<file path="src/rtl/wake_status_pkg.sv">
package wake_status_pkg;
  localparam int REG_W    = 16;
  localparam int NUM_EVT  = 4;
  localparam int POS_CD   = 10;
  localparam int POS_KEEP = 6;
  localparam logic [REG_W-1:0] RSVD_MASK = 16'hE0BF;

  // event index -> bit position: 0 battery, 1 alarm, 2 card, 3 gpio
  function automatic int evt_pos(input int idx);
    case (idx)
      0:       evt_pos = 8;
      1:       evt_pos = 9;
      2:       evt_pos = 11;
      default: evt_pos = 12;
    endcase
  endfunction
endpackage

</file>
<file path="src/rtl/wake_sync.sv">
module wake_sync #(
  parameter int STAGES = 2
) (
  input  logic clk,
  input  logic rst_n,
  input  logic d_i,
  output logic q_o
);
  logic [STAGES-1:0] sr_q;
  logic [STAGES-1:0] sr_d;

  always_comb begin
    sr_d = {sr_q[STAGES-2:0], d_i};
  end

  always_ff @(posedge clk or negedge rst_n) begin
    if (!rst_n) sr_q <= '0;
    else        sr_q <= sr_d;
  end

  assign q_o = sr_q[STAGES-1];

  generate
    if (STAGES == 2) begin : g_chk
      // output edges follow the input two edges later
      assert_sync_rise_R5: assert property (@(posedge clk) disable iff (!rst_n)
        $rose(q_o) |-> $past(d_i, 2));
      assert_sync_fall_R5: assert property (@(posedge clk) disable iff (!rst_n)
        $fell(q_o) |-> !$past(d_i, 2));
    end
  endgenerate
endmodule

</file>
<file path="src/rtl/wake_flag.sv">
module wake_flag (
  input  logic clk,
  input  logic rst_n,
  input  logic set_i,
  input  logic clr_i,
  output logic q_o
);
  logic q_q;
  logic q_d;
  logic en;

  always_comb begin
    en  = set_i | clr_i;
    q_d = set_i ? 1'b1 : 1'b0;  // set has priority over clear
  end

  always_ff @(posedge clk or negedge rst_n) begin
    if (!rst_n)  q_q <= 1'b0;
    else if (en) q_q <= q_d;
  end

  assign q_o = q_q;

  assert_set_wins_R4: assert property (@(posedge clk) disable iff (!rst_n)
    set_i |=> q_o);
  assert_sticky_R2: assert property (@(posedge clk) disable iff (!rst_n)
    (q_o && !clr_i) |=> q_o);
  assert_clear_R3: assert property (@(posedge clk) disable iff (!rst_n)
    (clr_i && !set_i) |=> !q_o);
endmodule

</file>
<file path="src/rtl/wake_status_reg.sv">
module wake_status_reg
  import wake_status_pkg::*;
#(
  parameter int              ADDR_W      = 8,
  parameter logic [ADDR_W-1:0] REG_ADDR  = 8'hA0,
  parameter int              SYNC_STAGES = 2,
  parameter int              RST_STAGES  = 2
) (
  input  logic              clk,
  input  logic              rtc_rst_n,
  input  logic              sys_rst_n,
  input  logic              bus_sel,
  input  logic [ADDR_W-1:0] bus_addr,
  input  logic              bus_wr,
  input  logic [15:0]       bus_wdata,
  output logic [15:0]       bus_rdata,
  input  logic              evt_batt,
  input  logic              evt_rtc,
  input  logic              evt_card,
  input  logic              evt_gpio,
  input  logic              cd_pin,
  output logic              keep_periph
);
  logic             arst_n;
  logic             rst_n;
  logic             hit;
  logic             wr_hit;
  logic [NUM_EVT-1:0] evt_v;
  logic [NUM_EVT-1:0] flag_v;
  logic             cd_s;
  logic             keep_q;
  logic             keep_d;
  logic [REG_W-1:0] word;
  logic             unused_wdata;

  assign arst_n = rtc_rst_n & sys_rst_n;

  // asynchronous assert, clocked release of the combined reset
  wake_sync #(.STAGES(RST_STAGES)) u_rst_sync (
    .clk(clk), .rst_n(arst_n), .d_i(1'b1), .q_o(rst_n)
  );

  wake_sync #(.STAGES(SYNC_STAGES)) u_cd_sync (
    .clk(clk), .rst_n(rst_n), .d_i(cd_pin), .q_o(cd_s)
  );

  always_comb begin
    hit    = bus_sel && (bus_addr == REG_ADDR);
    wr_hit = hit && bus_wr;
    evt_v  = {evt_gpio, evt_card, evt_rtc, evt_batt};
  end

  genvar gi;
  generate
    for (gi = 0; gi < NUM_EVT; gi++) begin : g_flag
      wake_flag u_flag (
        .clk  (clk),
        .rst_n(rst_n),
        .set_i(evt_v[gi]),
        .clr_i(wr_hit & bus_wdata[evt_pos(gi)]),
        .q_o  (flag_v[gi])
      );
    end
  endgenerate

  always_comb begin
    keep_d = bus_wdata[POS_KEEP];
  end

  always_ff @(posedge clk or negedge rst_n) begin
    if (!rst_n)      keep_q <= 1'b0;
    else if (wr_hit) keep_q <= keep_d;
  end

  always_comb begin
    word = '0;
    for (int i = 0; i < NUM_EVT; i++) word[evt_pos(i)] = flag_v[i];
    word[POS_CD]   = cd_s;
    word[POS_KEEP] = keep_q;
    bus_rdata = hit ? word : '0;
  end

  assign keep_periph  = keep_q;
  assign unused_wdata = ^{bus_wdata[15:13], bus_wdata[10], bus_wdata[7], bus_wdata[5:0]};

  assert_policy_write_R6: assert property (@(posedge clk) disable iff (!rst_n)
    wr_hit |=> (keep_periph == $past(bus_wdata[POS_KEEP])));
  assert_policy_hold_R6: assert property (@(posedge clk) disable iff (!rst_n)
    !wr_hit |=> $stable(keep_periph));
  assert_rsvd_zero_R7: assert property (@(posedge clk) disable iff (!rst_n)
    (bus_rdata & RSVD_MASK) == '0);
  assert_decode_R8: assert property (@(posedge clk) disable iff (!rst_n)
    !hit |-> (bus_rdata == '0));
endmodule

</file>
<file path="config.mk">
export PLATFORM = sky130hd
export DESIGN_NAME = wake_status_reg
export DESIGN_NICKNAME = d
export VERILOG_FILES = /design/src/rtl/wake_status_pkg.sv /design/src/rtl/wake_sync.sv /design/src/rtl/wake_flag.sv /design/src/rtl/wake_status_reg.sv
export SDC_FILE = /design/constraint.sdc
export NUM_CORES = 1
export LEC_CHECK = 0
export ABC_AREA = 1
export CORE_AREA = 2 2 39 41
export CTS_BUF_LIST = sky130_fd_sc_hd__clkbuf_2
export DETAILED_ROUTE_END_ITERATION = 10
export DIE_AREA = 0 0 41 43
export DONT_BUFFER_PORTS = 1
export GPL_ROUTABILITY_DRIVEN = 0
export PLACE_DENSITY = 0.57
export SKIP_CTS_REPAIR_TIMING = 1
export SLEW_MARGIN = 15
export SYNTH_ARGS = -nofsm -noshare
export SYNTH_HDL_FRONTEND = slang
export SYNTH_SLANG_ARGS = --single-unit
</file>
<file path="constraint.sdc">
create_clock -name clk -period 0.8 [get_ports clk]
set_input_delay 0.08 -clock clk [delete_from_list [all_inputs] [get_ports clk]]
set_output_delay 0.08 -clock clk [all_outputs]
set_load 0.01 [all_outputs]
</file>
==> metrics, run 1 <==
grt ovf 0; Crit path max-delay family flip-flops; crit path buf inv count 1; HPWL Detailed around 700 µm; Period minus WS final approximately 0.87 ns; Clock Sinks 9; critical path endpoint category output pin; router iterations before antenna repair 2; Die Span Y around 43 µm; peak supply drop 0.8430 mV; Worst Hold Class in -> reg; CTS Buf Count 3; Crit path arrival time just under 0.8 ns; Cell Pwr Density about 1300 nW/µm²; number of synthesized register bits 9; placed insts 88; Worst Skew 0.001200 ns; die width 41 µm; commonest non-fill, non-tap cell in the layout nand2_1; final core utilization between 40 and 50%; post-synthesis sequential area ratio between 40 and 50%; Post-Synth XOR/XNOR Area 0%; first-pass GRT wire length between 1000 and 1500 µm; final hold slack 0.03053 ns; Mean Syn Cell Area just over 7 µm²; P&R area growth vs syn 30.53%; commonest cells after routing, fill and taps aside 14 x nand2_1, 13 x inv_1, 11 x conb_1; routed wire length per instance about 9.4 µm; violations in the final reports negative setup slack; worst-case clock buffer depth 2; status finished with violations; vias in the first global route around 340; total power between 0.8 and 0.9 mW; number of endpoints failing setup at the final stage 6; DRT antenna net count 0; layout cells sized above 1 roughly a quarter; maxcap violations 0; Iter 0 DRT Violations 1; CP required approximately 0.72 ns; GRT Overall Usage between 10% and 20%; # diodes 0; Remaining DRCs 0; Cell Area, Synth about 520 µm²; DIE AREA 1763 µm²; core area ~1400 µm²; multiplexer area fraction after synthesis 0%; total negative setup slack -0.2183 ns; # rows 14; RSZ-0062 raised after global routing true; vias 430; CTS H-tree depth 1; worst-skew pair later-pin latency approximately 0.23 ns; FMAX between 1000 and 1500 MHz; fin cells 101; final worst path period share 108.8%; IO Count 51; Yosys warning count 0; adder-cell area share of the yosys netlist 0%; post-synthesis cell count between 70 and 80; leak pwr 0.3637 nW; CP max stage delay roughly 0.38 ns; library cells used by synthesis 10; Fin. Hold Viols 0; CP Class reg -> out; initial core utilization between 30% and 40%; CTS tree yes; Slew Viols, Final 0; Synth Area in Simple Gates 27.64%; final setup margin -0.07021 ns; compound-gate portion of the synthesized area less than 1%; initial antenna violation count 0; Port Buffers 0; CTS Root Cell clkbuf_2; vias per inst about 4.3; Final nets 120; slowest CP cell dfrtp_1; Post-Route WL 952 µm; startpoint class of the critical path flip-flop; Reg clk slew, reported paths about 0.080 ns; largest net degree at the start of global routing 8; largest family of logic cells by synthesized area simple AND/OR/NAND/NOR gates; Cell Chain, Critical Path inv_1 > nor2_2; CP Max Fanout 3
[tightest hold or removal path, delay by kind of cell]
| kind | cells | cell delay [ns] |
|---|---|---|
| AND/OR/NAND/NOR | 3 | 0.16 |
[path summary, 6_finish.rpt]
kind                                               endpoint  cells after the start  slack, ns                         start
max                                            bus_rdata[6]                      2      -0.07       keep_periph$_DFFE_PN0N_
max in group asynchronous       u_cd_sync.sr_q[1]$_DFF_PN0_                      0       0.48  u_rst_sync.sr_q[1]$_DFF_PN0_
max reg2reg                         keep_periph$_DFFE_PN0N_                      3       0.05       keep_periph$_DFFE_PN0N_
min                        g_flag[2].u_flag.q_o$_DFFE_PN0P_                      3       0.03                        bus_wr
min reg2reg                g_flag[0].u_flag.q_o$_DFFE_PN0P_                      0       0.11  u_rst_sync.sr_q[1]$_DFF_PN0_
min in group asynchronous  g_flag[0].u_flag.q_o$_DFFE_PN0P_                      0       0.11  u_rst_sync.sr_q[1]$_DFF_PN0_
[metal layers]
| metal | vias to the layer above | GRT usage, % | routed length [µm] |
|---|---|---|---|
| met1 | 189 | 11.41 | 323 |
| met5 | - | 0 | 0 |
| met3 | 0 | 3.665 | 110 |
| met2 | 25 | 16.88 | 517 |
| met4 | 0 | 4.000 | 0 |
| li1 | 216 | - | - |
[final cells by class]
| type | instances | area [µm²] |
|---|---|---|
| fill | 153 | 704.4 |
| timing repair buffer | 10 | 95.09 |
| multi-input combinational | 45 | 255.2 |
| clock buffer | 4 | 20.02 |
| sequential | 9 | 225.2 |
| inverter | 17 | 63.81 |
| tap | 16 | 20.02 |
[synthesized netlist by cell type]
cell type  count  share of area [%]
buf_4         10                 14
conb_1         2                1.4
dfrtp_1        9                 43
inv_1         17                 12
nand2_1       15                 11
nand3_1        2                1.9
nand4_1        5                6.0
nor2_1         9                6.5
nor2_2         2                2.4
o21ai_0        1               0.96
[through the flow]
step                      instance area (µm²)  setup WS (ns)
final                                   679.4       -0.07021
after global routing                    679.4        -0.1297
after CTS                               526.8        -0.1362
after detailed placement                506.7       -0.07702
after global placement                  506.7       -0.05518
after floorplan                         554.3        0.08241
[cell families (layout without fill, tap and decap cells)]
| family | Yosys count | after routing |
|---|---|---|
| buffers and inverters | 27 | 31 |
| AO/OA/AOI/OAI | 1 | 1 |
| AND/OR/NAND/NOR | 33 | 33 |
| flip-flops | 9 | 9 |
| other | 2 | 11 |
[sequential cells by signal (all words and copies together) (netlist names)]
name               count
g_flag.u_flag.q_o      4
keep_periph            1
u_rst_sync.sr_q        2
u_cd_sync.sr_q         2
[report_power, final]
part	switching, mW	total [mW]	leakage [nW]	internal [mW]
combinational	0.0600	0.105	0.250	0.0448
clock	0.142	0.275	0.0166	0.133
sequential	0.00940	0.475	0.0967	0.466
(Power assumes the default switching activity.)
==> run 2: changes to the inputs <==
--- a/config.mk
+++ b/config.mk
@@ -12,9 +12,10 @@
 export DIE_AREA = 0 0 41 43
 export DONT_BUFFER_PORTS = 1
 export GPL_ROUTABILITY_DRIVEN = 0
-export PLACE_DENSITY = 0.57
+export PLACE_DENSITY = 0.6
 export SKIP_CTS_REPAIR_TIMING = 1
 export SLEW_MARGIN = 15
 export SYNTH_ARGS = -nofsm -noshare
 export SYNTH_HDL_FRONTEND = slang
+export SYNTH_HIERARCHICAL = 1
 export SYNTH_SLANG_ARGS = --single-unit
==> run 2 against run 1 <==
Against the previous run:
- combinational power is 4% lower
- the run ends with negative hold slack, negative setup slack left
- largest cell class unchanged
- first-iteration DRC count stayed put
- utilization is 2.4 points higher
==> metrics, run 2 <==
status finished with violations; violations in the final reports negative hold slack, negative setup slack; core area 1384 µm² (unchanged); Cell Area, Synth 550.5 µm² (+5.8%); Cell Chain, Critical Path inv_1 > nor2_4; Synth area leaders dfrtp_1 41%, inv_1 17%, buf_4 14%; Remaining DRCs 0 (unchanged); initial core utilization 39.78% (+2.2 points); fin cells 110 (+8.9%); Crit path max-delay family flip-flops; Period minus WS final 0.8813 ns (+0.01109 ns); vias in the first global route 375 (+9.3%); R2R cell count 3 (unchanged); router iterations before antenna repair 4 (+2); Worst Hold Class in -> reg; routed wire length per instance 9.282 µm (-1.5%); final setup margin -0.08130 ns (-0.01109 ns); library cells used by synthesis 10 (unchanged); grt ovf 0 (unchanged); die width 41 µm (unchanged); post-place instance area 544.3 µm² (+7.4%); Mean Syn Cell Area 6.882 µm² (-4.8%); Cell Pwr Density 1207 nW/µm² (-4.1%); critical path endpoint category output pin; DIE AREA 1763 µm² (unchanged); Reg clk slew, reported paths 0.09 ns (about the same); Hold Crit Depth 2 (-1); number of endpoints failing setup at the final stage 7 (+1); HPWL Detailed 748.7 µm (+6.5%); P&R area growth vs syn 29.55%; Synth area leader dfrtp_1; CTS H-tree depth 1 (unchanged); final core utilization 51.54% (+2.4 points); IO Count 51 (unchanged); worst-skew pair later-pin latency 0.24 ns (about the same); layout cells sized above 1 25.53% (-0.35 points); CP max stage delay 0.37 ns (about the same); largest net degree at the start of global routing 8 (unchanged); Die Span Y 43 µm (unchanged); CP required 0.72 ns (about the same); Final nets 129 (+7.5%); Largest register FFs 4 (unchanged); worst r2r src keep_periph$_DFFE_PN0P_; Slew Viols, Final 0 (unchanged); RSZ-0062 raised after global routing true; first-pass GRT wire length 1490 µm (+20%); number of synthesized register bits 9 (unchanged); Clock Sinks 9 (unchanged); leak pwr 0.4027 nW (+11%); Fin. Hold Viols 1 (+1); Hold Crit Endpoint keep_periph$_DFFE_PN0P_; CTS Root Cell clkbuf_2; Port Buffers 0 (unchanged); worst-case clock buffer depth 2 (unchanged); r2r setup slk 0.07 ns (+0.02 ns); maxcap violations 0 (unchanged); crit path buf inv count 1 (unchanged); Yosys top cell area share 40.91% (-2.4 points); Post-Route WL 1021 µm (+7.2%); Crit path arrival time 0.80 ns (about the same); startpoint class of the critical path flip-flop; FMAX 1135 MHz (-1.3%); most numerous cell in the Yosys netlist inv_1; post-synthesis cell count 80 (+11%); FFs w/ async S/R, synth 100.0% (unchanged); # rows 14 (unchanged); commonest cells after routing, fill and taps aside 20 x inv_1, 15 x nand2_1, 11 x conb_1; post-route cell area 713.2 µm² (+5.0%); slowest CP cell dfrtp_1; # diodes 0 (unchanged); CTS tree yes; placed insts 97 (+10%); commonest non-fill, non-tap cell in the layout inv_1; total negative setup slack -0.2951 ns (-0.07681 ns); DRT antenna net count 0 (unchanged); GRT Overall Usage 12.79% (+2.5 points); Yosys warning count 6 (+6); number of synthesized flops with an enable pin 0 (unchanged); post-synthesis sequential area ratio 40.91% (-2.4 points); Crit. path cell count 2 (unchanged); vias 436 (+1.4%); R2R Path End keep_periph$_DFFE_PN0P_; Worst Skew 0.005453 ns (+0.004254 ns); Iter 0 DRT Violations 1 (unchanged); peak supply drop 0.7983 mV (-5.3%); CP Class reg -> out; CTS Buf Count 3 (unchanged); final worst path period share 110.2% (+1.4 points); initial antenna violation count 0 (unchanged); synth cell count leaders 25 x inv_1, 15 x nand2_1, 13 x nor2_1, 10 x buf_4, 9 x dfrtp_1; CP Max Fanout 3 (unchanged); Hold Startpoint bus_wr; Post-synth top flop dfrtp_1; vias per inst 3.964 (-6.9%); final hold slack -0.01211 ns (-0.04264 ns)
==> run 2: metrics by stage <==
stage,hold WS (ns),total power [mW],setup slack [ns]
6_report,-0.01211,0.8611,-0.08130
5_1_grt,0.004138,0.9182,-0.1383
4_1_cts,-0.4024,0.8365,-0.1552
3_5_place_dp,-0.1314,0.5489,-0.07443
3_3_place_gp,-0.1351,0.5464,-0.05856
2_1_floorplan,-0.1416,0.5727,0.01923
==> run 2: layout make-up <==
class	instances	area [µm²]
Sequential cell	9	225.2
Multi-Input combinational cell	45	254.0
Fill cell	149	670.6
Clock buffer	4	20.02
Inverter	25	93.84
Timing Repair Buffer	11	100.1
Tap cell	16	20.02
==> run 2: metal layers <==
| metal | track usage [%] | part of all wire (%) | vias to the layer above |
|---|---|---|---|
| li1 | - | - | 225 |
| met1 | 13.70 | 32 | 186 |
| met2 | 21.88 | 58 | 23 |
| met3 | 4.712 | 9.0 | 2 |
| met4 | 4.000 | 1.2 | 0 |
| met5 | 0 | 0 | - |
==> run 2: worst max-delay path by stage <==
| stage | from | to | slack [ns] |
|---|---|---|---|
| floorplan | bus_addr[3] | g_flag[0].u_flag/q_o$_DFFE_PN0P_ | 0.02 |
| global placement | bus_addr[3] | g_flag[0].u_flag/q_o$_DFFE_PN0P_ | -0.06 |
| detailed placement | bus_addr[3] | g_flag[1].u_flag/q_o$_DFFE_PN0P_ | -0.07 |
| CTS | keep_periph$_DFFE_PN0P_ | bus_rdata[6] | -0.16 |
| global route | keep_periph$_DFFE_PN0P_ | bus_rdata[6] | -0.14 |
| finish | keep_periph$_DFFE_PN0P_ | bus_rdata[6] | -0.08 |
==> run 2: logic make-up (layout without fill, tap and decap cells) <==
logic type	after synthesis	count (layout)	share of synthesized area [%]
DFF	9	9	40.91
buffers and inverters	35	40	30.68
other	2	11	1.364
and+or+nand+nor	34	34	27.05
==> run 2: power by group <==
part           total, mW  internal (mW)  switching [mW]  leakage (nW)
Combinational      0.101         0.0433          0.0580         0.289
Clock              0.284          0.133           0.151        0.0166
Sequential         0.476          0.466         0.00975        0.0967
